## src/rtl/cpwm_pkg.sv

```systemverilog
package cpwm_pkg;
    typedef enum logic {CNT_UP, CNT_DOWN} cnt_dir_t;
    typedef enum logic [1:0] {DB_LOW, DB_WAIT_HI, DB_HIGH, DB_WAIT_LO} db_state_t;
endpackage

```

## src/rtl/cpwm_timebase.sv

```systemverilog
module cpwm_timebase #(
    parameter int CW = 8
) (
    input  logic          clk,
    input  logic          rst,
    input  logic          en_i,
    input  logic [CW-1:0] rld_i,
    output logic [CW-1:0] cnt_o,
    output logic          peak_o,
    output logic          irq_o
);
    import cpwm_pkg::*;
    localparam logic [CW-1:0] ONE = CW'(1);
    localparam logic [CW-1:0] TWO = CW'(2);

    cnt_dir_t      dir_q, dir_d;
    logic [CW-1:0] cnt_q, cnt_d, top;

    assign top    = (rld_i < TWO) ? TWO : rld_i;
    assign peak_o = en_i && (dir_q == CNT_UP) && (cnt_q >= top);
    assign cnt_o  = cnt_q;

    always_ff @(posedge clk) begin
        if (rst) begin
            dir_q <= CNT_UP;
            cnt_q <= ONE;
            irq_o <= 1'b0;
        end else begin
            dir_q <= dir_d;
            cnt_q <= cnt_d;
            irq_o <= peak_o;
        end
    end

    always_comb begin
        dir_d = dir_q;
        cnt_d = cnt_q;
        if (en_i) begin
            unique case (dir_q)
                CNT_UP: begin
                    if (cnt_q >= top) begin
                        dir_d = CNT_DOWN;
                        cnt_d = cnt_q - ONE;
                    end else begin
                        cnt_d = cnt_q + ONE;
                    end
                end
                CNT_DOWN: begin
                    if (cnt_q <= ONE) begin
                        dir_d = CNT_UP;
                        cnt_d = cnt_q + ONE;
                    end else begin
                        cnt_d = cnt_q - ONE;
                    end
                end
            endcase
        end
    end


    cnt_step_chk: assert property (@(posedge clk) disable iff (rst)
        en_i |=> (cnt_q == $past(cnt_q) + ONE) || (cnt_q == $past(cnt_q) - ONE));

    cnt_nonzero_chk: assert property (@(posedge clk) disable iff (rst) cnt_q != '0);

    cnt_hold_chk: assert property (@(posedge clk) disable iff (rst) !en_i |=> $stable(cnt_q));

    irq_single_chk: assert property (@(posedge clk) disable iff (rst) irq_o |=> !irq_o);
endmodule

```

## src/rtl/cpwm_compare.sv

```systemverilog
module cpwm_compare #(
    parameter int CW = 8
) (
    input  logic          clk,
    input  logic          rst,
    input  logic          en_i,
    input  logic [CW-1:0] cnt_i,
    input  logic          load_i,
    input  logic [CW-1:0] cmp_i,
    output logic          raw_o
);
    logic [CW-1:0] act_q;

    always_ff @(posedge clk) begin
        if (rst) begin
            act_q <= '0;
            raw_o <= 1'b0;
        end else begin
            if (load_i) act_q <= cmp_i;
            raw_o <= en_i && (cnt_i < act_q);
        end
    end


    act_hold_chk: assert property (@(posedge clk) disable iff (rst) !load_i |=> $stable(act_q));

    raw_zero_chk: assert property (@(posedge clk) disable iff (rst)
        (act_q == '0) && $stable(act_q) |=> !raw_o);
endmodule

```

## src/rtl/cpwm_deadband.sv

```systemverilog
module cpwm_deadband #(
    parameter int DW = 8
) (
    input  logic          clk,
    input  logic          rst,
    input  logic          raw_i,
    input  logic [DW-1:0] dt_i,
    output logic          hi_o,
    output logic          lo_o
);
    import cpwm_pkg::*;

    db_state_t     st_q, st_d;
    logic [DW-1:0] dc_q, dc_d;

    always_ff @(posedge clk) begin
        if (rst) begin
            st_q <= DB_WAIT_LO;
            dc_q <= '0;
        end else begin
            st_q <= st_d;
            dc_q <= dc_d;
        end
    end

    always_comb begin
        st_d = st_q;
        dc_d = dc_q;
        unique case (st_q)
            DB_LOW, DB_WAIT_LO: begin
                if (raw_i) begin
                    st_d = (dt_i == '0) ? DB_HIGH : DB_WAIT_HI;
                    dc_d = dt_i - 1'b1;
                end else if (st_q == DB_WAIT_LO) begin
                    if (dc_q == '0) st_d = DB_LOW;
                    else            dc_d = dc_q - 1'b1;
                end
            end
            DB_HIGH, DB_WAIT_HI: begin
                if (!raw_i) begin
                    st_d = (dt_i == '0) ? DB_LOW : DB_WAIT_LO;
                    dc_d = dt_i - 1'b1;
                end else if (st_q == DB_WAIT_HI) begin
                    if (dc_q == '0) st_d = DB_HIGH;
                    else            dc_d = dc_q - 1'b1;
                end
            end
        endcase
    end

    always_comb begin
        hi_o = (st_q == DB_HIGH);
        lo_o = (st_q == DB_LOW);
    end


    hi_gap_chk: assert property (@(posedge clk) disable iff (rst)
        $rose(hi_o) |-> (!$past(lo_o) || ($past(dt_i) == '0)));

    lo_gap_chk: assert property (@(posedge clk) disable iff (rst)
        $rose(lo_o) |-> (!$past(hi_o) || ($past(dt_i) == '0)));

    short_pulse_chk: assert property (@(posedge clk) disable iff (rst)
        $rose(hi_o) |-> $past(raw_i));
endmodule

```

## src/rtl/cpwm_gen.sv

```systemverilog
module cpwm_gen #(
    parameter int CW  = 8,
    parameter int DW  = 8,
    parameter int NCH = 3
) (
    input  logic              clk,
    input  logic              rst,
    input  logic              en_i,
    input  logic [CW-1:0]     rld_i,
    input  logic [NCH*CW-1:0] cmp_i,
    input  logic [DW-1:0]     dt_i,
    input  logic [2*NCH-1:0]  pol_i,
    input  logic [2*NCH-1:0]  frc_hi_i,
    input  logic [2*NCH-1:0]  frc_lo_i,
    output logic [2*NCH-1:0]  gate_o,
    output logic              irq_o
);
    localparam int NG = 2 * NCH;

    logic [CW-1:0] cnt;
    logic          peak;
    logic [NG-1:0] gate_act;

    cpwm_timebase #(.CW(CW)) u_tb (
        .clk(clk), .rst(rst), .en_i(en_i), .rld_i(rld_i),
        .cnt_o(cnt), .peak_o(peak), .irq_o(irq_o)
    );

    for (genvar c = 0; c < NCH; c++) begin : g_ch
        logic raw;
        cpwm_compare #(.CW(CW)) u_cmp (
            .clk(clk), .rst(rst), .en_i(en_i), .cnt_i(cnt),
            .load_i(peak), .cmp_i(cmp_i[c*CW +: CW]), .raw_o(raw)
        );
        cpwm_deadband #(.DW(DW)) u_db (
            .clk(clk), .rst(rst), .raw_i(raw), .dt_i(dt_i),
            .hi_o(gate_act[2*c]), .lo_o(gate_act[2*c+1])
        );

        pair_excl_chk: assert property (@(posedge clk) disable iff (rst)
            !(gate_act[2*c] && gate_act[2*c+1]));
    end

    for (genvar i = 0; i < NG; i++) begin : g_pin
        always_comb begin
            if (frc_hi_i[i])      gate_o[i] = 1'b1;
            else if (frc_lo_i[i]) gate_o[i] = 1'b0;
            else                  gate_o[i] = gate_act[i] ^ pol_i[i];
        end
    end
endmodule

```

## config.mk

```make
export PLATFORM = sky130hd
export DESIGN_NAME = cpwm_gen
export DESIGN_NICKNAME = d
export VERILOG_FILES = /design/src/rtl/cpwm_pkg.sv /design/src/rtl/cpwm_timebase.sv /design/src/rtl/cpwm_compare.sv /design/src/rtl/cpwm_deadband.sv /design/src/rtl/cpwm_gen.sv
export SDC_FILE = /design/constraint.sdc
export NUM_CORES = 1
export LEC_CHECK = 0
export BUFFER_PORTS_ARGS = -buffer_cell sky130_fd_sc_hd__buf_2
export CORE_ASPECT_RATIO = 0.75
export CORE_MARGIN = 2
export CORE_UTILIZATION = 38
export DETAILED_ROUTE_END_ITERATION = 8
export HOLD_SLACK_MARGIN = 0.06
export SLEW_MARGIN = 25
export SYNTH_ARGS = -nofsm -noshare
export SYNTH_HDL_FRONTEND = slang
export SYNTH_SLANG_ARGS = --single-unit
```

## constraint.sdc

```tcl
create_clock -name clk -period 2.6 [get_ports clk]
set_input_delay 0 -clock clk [delete_from_list [all_inputs] [get_ports clk]]
set_output_delay 0 -clock clk [all_outputs]
set_load 0.005 [all_outputs]
```

==> impl.org, run 1 <==
** Min path
- The worst hold path begins at dt_i[5].
- The path class of the tightest hold or removal check is primary input to flop.
- Hold Crit Depth :: 5
- Endpoint, Worst Hold :: g_ch[1].u_db.dc_q[5]$_SDFFE_PP0P_

** Clock network
- Clock edge transition at the registers on the reported setup and hold paths :: 0.05 ns
- Cts bufs inserted :: 9
- TritonCTS built the clock tree.
- Post-CTS repair timing setup buffer count :: 0
- CTS saw 67 sinks.
- Max Buffers Root-to-Sink :: 2
- Root buffer cell :: sky130_fd_sc_hd__clkbuf_16
- PostCTS Resize Cnt :: 0
- Clock latency on the worst-skew pair, taken at its later pin, is 0.32 ns.
- The clock tree synthesis step divided the H-tree into 3 levels.

** Detailed routing
- Detailed-route wire length :: 11.1 mm
- Count of antenna-violating nets left after detailed routing :: 0
- Ratio of routed vias to standard cells :: 5.22
- Number of design-rule violations left by the first detailed-router iteration :: 173
- First-pass detailed-route iteration total :: 4
- Drt drc :: 0
- Final routed wire length divided by cell count :: 14.1 um
- Total via count in the routed design :: 4104

** Setup path
- Number of cells on the worst reg-to-reg path :: 8
- STA classifies the critical path endpoint as a flop.
- Worst-case register-to-register setup slack :: 0.16 ns
- Beginning of the worst register-to-register path :: u_tb.cnt_o[0]$_SDFFE_PP1P_
- Crit path required time :: 2.81 ns
- Arrival time worst endpoint :: 2.65 ns
- Reg-to-Reg End :: u_tb.cnt_o[3]$_SDFFE_PP0P_
- Maximum fanout along the worst path :: 6
- The setup path with the least slack is of type flop to flop.
- Worst setup path startpoint :: u_tb.cnt_o[0]$_SDFFE_PP1P_
- Critical path launch point type :: flop

** Final layout
- The multi-input combinational cells in the finished layout cover a total of 0.00288 sq mm.
- The repair_antennas step left the layout with diodes totalling 0.
- At the end of the flow, the number of nets in the layout was 752.
- Fill cell count :: 1115
- Compared with the post-synthesis result, the final layout area differs by 26.5%.
- For this run, the number of standard cells in the final layout without fillers is 786.
- Share of cells above drive strength 1 :: 18.1%
- Summing all flip-flop and latch instances after layout gives 0.00134 sq mm.

** Global route
- GR Overflow Total :: 0
- The via count of the first global-routing pass is 3955.
- Entering global routing, the biggest net connects 61 pins.
- The first global-routing pass estimated 18.8 mm of wire.
- Number of antenna violations at the first check in global routing :: 0
- Global routing consumed, over all layers together, 18.4% of the routing resources.

** Place
- During placement, the flow inserted port buffers numbering 67.
- Counting tap cells, the placed design contains a total of 744 instances.
- Global placement routability congestion :: 0.870
- At the placement stage, the worst setup path has a slack of 0.171 ns.
- Once detailed placement completed, the half-perimeter wirelength came to 8.29 mm.

** Floorplanning
- Initial cell density of the core :: 38.7%
- Number of placement rows :: 34
- In this run the horizontal extent of the chip is 129 um.
- The region available for standard cell placement spans 0.0115 sq mm.
- 68 I/O pins were placed.
- Die span in y :: 97.7 um
- The die covers 0.0126 sq mm.

** STA
- For the pin with the worst max-slew slack, the measured transition is 0.645 ns.
- Setup violations remaining at the end of the flow were counted as 0.
- Number of max-slew violations in the final report :: 0
- Final Hold Vio Count :: 0
- Setup slack closes at 0.158 ns.
- Clock period minus worst slack :: 2.44 ns
- After routing, the total negative slack on setup checks comes to 0 ns.
- Headroom to the max-slew limit came out at 57.0%.
- Clock skew on the completed layout was measured at 0.00468 ns.
- After layout, the worst path uses 93.9% of the clock period.
- Setup repair after global routing left no endpoint under its margin.
- For this run, the top clock speed supported by timing is 0.409 GHz.

** Status
- Outcome :: finished clean

** Yosys
- Counting flops with a built-in enable in the synthesized netlist gives 0.
- Fraction of registers with async set/reset :: 0%
- The average instance in the mapped netlist occupies 8.40 sq um.
- The synthesized netlist occupies a cell area of 0.00445 sq mm.
- Area share of the largest cell type after synthesis :: 30.2%
- Most instantiated cells after synthesis :: sky130_fd_sc_hd__nor2_1 (70), sky130_fd_sc_hd__dfxtp_1 (67), sky130_fd_sc_hd__ha_1 (52), sky130_fd_sc_hd__inv_1 (46), sky130_fd_sc_hd__nand2_1 (40)
- After synthesis the netlist holds a flip-flop and latch count of 67.
- Count of warnings emitted by yosys :: 0
- By area the synthesized netlist is led by sky130_fd_sc_hd__dfxtp_1 (30%), sky130_fd_sc_hd__ha_1 (15%), sky130_fd_sc_hd__mux2i_1 (7.0%), sky130_fd_sc_hd__nor2_1 (5.9%), sky130_fd_sc_hd__inv_1 (3.9%).
- Ys flop type :: sky130_fd_sc_hd__dfxtp_1
- Among all cell types in the netlist, the one instantiated most often is sky130_fd_sc_hd__nor2_1.
- Register area share after synthesis :: 30.2%
- After synthesis, the netlist uses 57 different library cells.
- Number of nets produced by synthesis :: 642
- Counting every instance in the synthesized netlist gives 529.
- The biggest area contributor in the post-synthesis netlist is sky130_fd_sc_hd__dfxtp_1.

** Job
- Across the run, the number of max-cap violations was 0.

** Power and ir drop
- IR analysis of the VDD net gives a maximum drop of 0.383 mV.
- For this design the static power due to leakage is 0.00242 uW.
- Power spread over the standard cell area amounts to 862 mW/mm^2.
-- power breakdown --
part | internal [uW] | switching [uW]
Combinational | 1010 | 1310
Clock | 738 | 416
Sequential | 1200 | 172
-- cell families (layout without fill, tap and decap cells) --
family                   count (synthesis)  count (layout)  synth area share [%]
AND/OR/NAND/NOR                        176             176                  19.4
AO/OA/AOI/OAI                          113             113                  17.2
flip-flops                              67              67                  30.2
buffers and inverters                   59             172                  5.07
adder cells (fa/ha/maj)                 52              52                  14.6
multiplexers                            38              38                  8.81
XOR/XNOR                                24              24                  4.73
-- routing by layer --
layer / part of all wire [%] / global-route usage, % / vias up / wire, um
met5: 0 / 0 / - / 0
met4: 1.7 / 5.35 / 0 / 186
met3: 4.9 / 4.24 / 14 / 546
met2: 44 / 27.9 / 96 / 4830
met1: 50 / 25.9 / 1899 / 5530
li1: - / - / 2095 / -
-- critical path, stage by stage, from the launching register on --
cell and delay (ns):
sky130_fd_sc_hd__dfxtp_1 0.43, sky130_fd_sc_hd__inv_1 0.09, sky130_fd_sc_hd__buf_4 0.17, sky130_fd_sc_hd__ha_1 0.21, sky130_fd_sc_hd__nor2_1 0.27, sky130_fd_sc_hd__nor4_4 0.10, sky130_fd_sc_hd__mux2i_2 0.43, sky130_fd_sc_hd__mux2i_1 0.28
sky130_fd_sc_hd__mux2_2 0.35
-- cells in the final DEF (no fill, tap or decap), types with 9 or more instances in the layout --
master	instances
sky130_fd_sc_hd__clkbuf_16	9
sky130_fd_sc_hd__buf_2	67
sky130_fd_sc_hd__dlygate4sd3_1	28
sky130_fd_sc_hd__nor2_1	70
sky130_fd_sc_hd__dfxtp_1	67
sky130_fd_sc_hd__a21oi_1	21
sky130_fd_sc_hd__xnor2_1	18
sky130_fd_sc_hd__mux2i_1	31
sky130_fd_sc_hd__buf_4	16
sky130_fd_sc_hd__o21ai_0	24
sky130_fd_sc_hd__ha_1	52
sky130_fd_sc_hd__nor3_1	16
sky130_fd_sc_hd__inv_1	46
sky130_fd_sc_hd__nand2_1	40
-- worst max path at each step --
| stage | to | depth (start not counted) |
|---|---|---|
| final | u_tb.cnt_o[3]$_SDFFE_PP0P_ | 8 |
| after global routing | g_ch[1].u_cmp.act_q[7]$_SDFFE_PP0P_ | 9 |
| after CTS | g_ch[1].u_cmp.act_q[7]$_SDFFE_PP0P_ | 9 |
| after detailed placement | g_ch[1].u_cmp.act_q[7]$_SDFFE_PP0P_ | 9 |
| after global placement | g_ch[1].u_cmp.act_q[5]$_SDFFE_PP0P_ | 9 |
| after floorplan | u_tb.cnt_o[2]$_SDFFE_PP0P_ | 7 |
-- stage by stage --
step,util [%],hold WS [ns],area [sq um],total power (uW)
6_report,48.9,0.178,5620,4850
3_3_place_gp,44.0,0.234,5050,3570
3_5_place_dp,44.0,0.242,5050,3630
5_1_grt,48.9,0.189,5620,5260
2_1_floorplan,-,0.0649,4450,3020
4_1_cts,48.9,0.173,5620,4840
-- registers in the layout, summed over array words and instances (netlist names) --
| signal | count |
|---|---|
| g_ch.u_cmp.act_q | 24 |
| u_tb.dir_q | 1 |
| u_tb.cnt_o | 8 |
| u_tb.irq_o | 1 |
| g_ch.u_db.dc_q | 24 |
| g_ch.u_cmp.raw_o | 3 |
| g_ch.u_db.st_q | 6 |
-- area by class of cell --
cell class	instances	area share [%]
timing repair buffer	112	13.4
clock buffer	13	4.99
tap	144	3.20
multi-input combinational	403	51.3
sequential	67	23.9
inverter	46	3.07
clock inverter	1	0.134
-- repair_timing --
item                       4_1_cts  5_1_grt
hold endpoints to repair        28        0
setup endpoints to repair        0        0
hold buffers                    28        0
Note: power is estimated with default switching activity, not from simulation.
==> inputs of run 2 (changes only) <==
PLACE_DENSITY = 0.65   (was default)
==> run 2 against run 1 <==
Against the previous run: cell count is 0.51% lower; total power is 2.1% lower; cell area is 0.96% lower; sequential power hardly changed; first-iteration DRC count is 16% lower; wire length is 0.32% lower; utilization is 0.47 points lower; via count is 1.0% higher.
==> impl.org, run 2 (synthesis gave the netlist of run 1 again) <==
** Status
- Outcome :: finished clean

** Setup path
- STA classifies the critical path startpoint as a flop.
- Of all nets on the critical path, the largest fanout is 6.
- Arrival time worst endpoint :: 2.63 ns
- Crit Path Class :: flop to flop
- Crit path required time :: 2.82 ns
- Setup crit end kind :: flop

** Place
- The placed instances occupy a cell area of 0.00504 sq mm.
- Detailed placement finished with a half-perimeter wire length of 8.01 mm.
- Global placement routability congestion :: 0.874
- Port Buffers :: 67

** STA
- Clock period minus worst slack :: 2.41 ns
- Derived from the worst setup path, the maximum achievable clock frequency is 0.414 GHz.
- The number of pins with negative max-slew slack in the final report came to 0.
- Headroom to the max-slew limit came out at 53.4%.
- Summed negative setup slack over all endpoints :: 0 ns
- Setup repair after global routing left no endpoint under its margin.
- Worst Skew :: 0.00618 ns
- Slew at the pin closest to its max-slew limit :: 0.681 ns
- Final Cycle Share :: 92.8%
- Count of endpoints failing setup in the final report :: 0
- Final Hold Vio Count :: 0

** Global route
- Entering global routing, the biggest net connects 61 pins.
- For met3 alone, demand over resource in global routing was 4.02%.
- Via count of the first global-routing pass :: 3993
- Global Route met2 Usage :: 29.6%
- Overall track demand over capacity in global routing :: 18.3%
- The number of antenna violations at the first check in global routing is 0.
- In the global route stage, met1 resource usage came out at 24.3%.
- GR Overflow Total :: 0
- The first global-routing pass estimated 18.5 mm of wire.
- The layer flagged by global routing as most heavily used is met2.

** Final layout
- The number of antenna diodes in the final layout is 0.
- In the final layout, the share of cells above drive strength 1 is 17.7%.
- Top library cells by usage in the layout, fill and taps aside :: sky130_fd_sc_hd__nor2_1 (70), sky130_fd_sc_hd__dfxtp_1 (67), sky130_fd_sc_hd__buf_2 (67)
- Compared with the post-synthesis result, the final layout area differs by 25.2%.
- Nets :: 748
- Most common cell after layout, fill and taps aside :: sky130_fd_sc_hd__nor2_1
- Finished layout cell area :: 0.00557 sq mm

** Job
- Number of maximum-capacitance violations :: 0

** Power and ir drop
- Of the total power, the share spent switching nets is 39.5%.
- In this run the power density over the cells is 852 mW/mm^2.
- In this run, flip-flops and latches consume 29.0% of the power.
- Internal power comes to 2870 uW.
- The analysis attributes to cell leakage a power of 0.00239 uW.
- Peak supply drop :: 0.345 mV
- Part of the total power dissipated in combinational logic :: 47.6%
- In this run the power spent charging and discharging nets is 1870 uW.
- The share of total power dissipated in the clock network is 23.5%.

** Detailed routing
- Dividing the detail-routed wire length by the instance count gives 14.1 um.
- Ratio of routed vias to standard cells :: 5.30
- The first routing iteration left 145 violations.
- Detailed-route wire length :: 11.1 mm
- The routed layout has 4147 vias.
- Once detail routing completed, the nets flagged for antenna violations numbered 0.
- The first TritonRoute pass finished after 4 iterations.
- For this run, design rule violations remaining after detail routing come to 0.

** Clock network
- The cell sitting at the root of the clock tree is a sky130_fd_sc_hd__clkbuf_16.
- Clock latency on the worst-skew pair, taken at its later pin, is 0.33 ns.
- TritonCTS clock tree :: built
- H-tree level count :: 3
- Counting every sink on the clock net gives 67.
- After clock tree synthesis, the clock-pin slew on the worst setup and hold paths is 0.06 ns.
- Max Buffers Root-to-Sink :: 2
- Cts bufs inserted :: 9
- PostCTS Resize Cnt :: 0

** Floorplanning
- After floorplanning, the core was divided into 34 placement rows.
- The die is 129 um wide.
- Die span in y :: 97.7 um
- I/O pin cnt :: 68
- For this configuration, the core starts out at a cell density of 38.7%.
- The floorplan step defined a die boundary enclosing 0.0126 sq mm.
- In this run the standard cell core region covers 0.0115 sq mm.

** Min path
- Min-delay worst type :: primary input to flop
-- run 2: cell types whose count changed in the layout (fill, tap and decap cells not counted), sizes merged --
cell         delta
dlygate4sd3     -2
clkinv          +1
clkbuf          -1
buf             -2
-- run 2: timing repair --
item                                   in CTS  in global routing
hold buffers                               26                  0
setup buffers                               0                  0
endpoints found under the hold margin      26                  0
-- run 2: critical path: stages (launching register included) --
cell and delay, ns:
sky130_fd_sc_hd__dfxtp_1 0.41, sky130_fd_sc_hd__inv_1 0.16, sky130_fd_sc_hd__ha_1 0.32, sky130_fd_sc_hd__nor2b_1 0.04, sky130_fd_sc_hd__o21ai_0 0.18, sky130_fd_sc_hd__a211oi_2 0.12, sky130_fd_sc_hd__mux2i_2 0.46, sky130_fd_sc_hd__mux2i_1 0.27
sky130_fd_sc_hd__mux2_2 0.35
-- run 2: per-stage QoR --
stage | std cells | util, % | power [uW] | hold WS (ns) | worst slack (ns)
2_1_floorplan | 529 | - | 3020 | 0.0649 | 0.324
3_3_place_gp | 742 | 43.9 | 3510 | 0.223 | 0.289
3_5_place_dp | 742 | 43.9 | 3570 | 0.228 | 0.224
4_1_cts | 782 | 48.5 | 4750 | 0.106 | 0.199
5_1_grt | 782 | 48.5 | 5130 | 0.131 | 0.00940
6_report | 782 | 48.5 | 4740 | 0.113 | 0.187
-- run 2: final timing paths --
path / endpoint / cells past startpoint / from / slack (ns)
setup reg to reg: u_tb.cnt_o[2]$_SDFFE_PP0P_ / 8 / u_tb.cnt_o[0]$_SDFFE_PP1P_ / 0.19
setup / recovery: u_tb.cnt_o[2]$_SDFFE_PP0P_ / 8 / u_tb.cnt_o[0]$_SDFFE_PP1P_ / 0.19
hold / removal: u_tb.cnt_o[0]$_SDFFE_PP1P_ / 4 / rst / 0.11
hold reg to reg: g_ch[1].u_db.dc_q[2]$_SDFFE_PP0P_ / 2 / g_ch[1].u_db.dc_q[2]$_SDFFE_PP0P_ / 0.48
-- run 2: metal layers --
metal  wire length [um]  vias up  share of wire [%]
met2               5010      139                 45
met1               5280     1900                 48
met4                144        0                1.3
met5                  0        -                  0
li1                   -     2095                  -
met3                624       13                5.6
-- run 2: power groups by stage --
stage	Combinational [uW]	Sequential [uW]	Clock, uW
floorplan	1670	1350	0
global route	2540	1400	1190
CTS	2240	1370	1140
global placement	2130	1380	0
detailed placement	2180	1390	0
finish	2260	1370	1110
-- run 2: cell type report --
cell class              instances  area (sq um)
clock inverters                 2          12.5
repair buffers                108           721
multi-input cells             403          2880
clock buffers                  12           256
inverters                      46           173
flip-flops and latches         67          1340
fillers                      1082          5920
well taps                     144           180
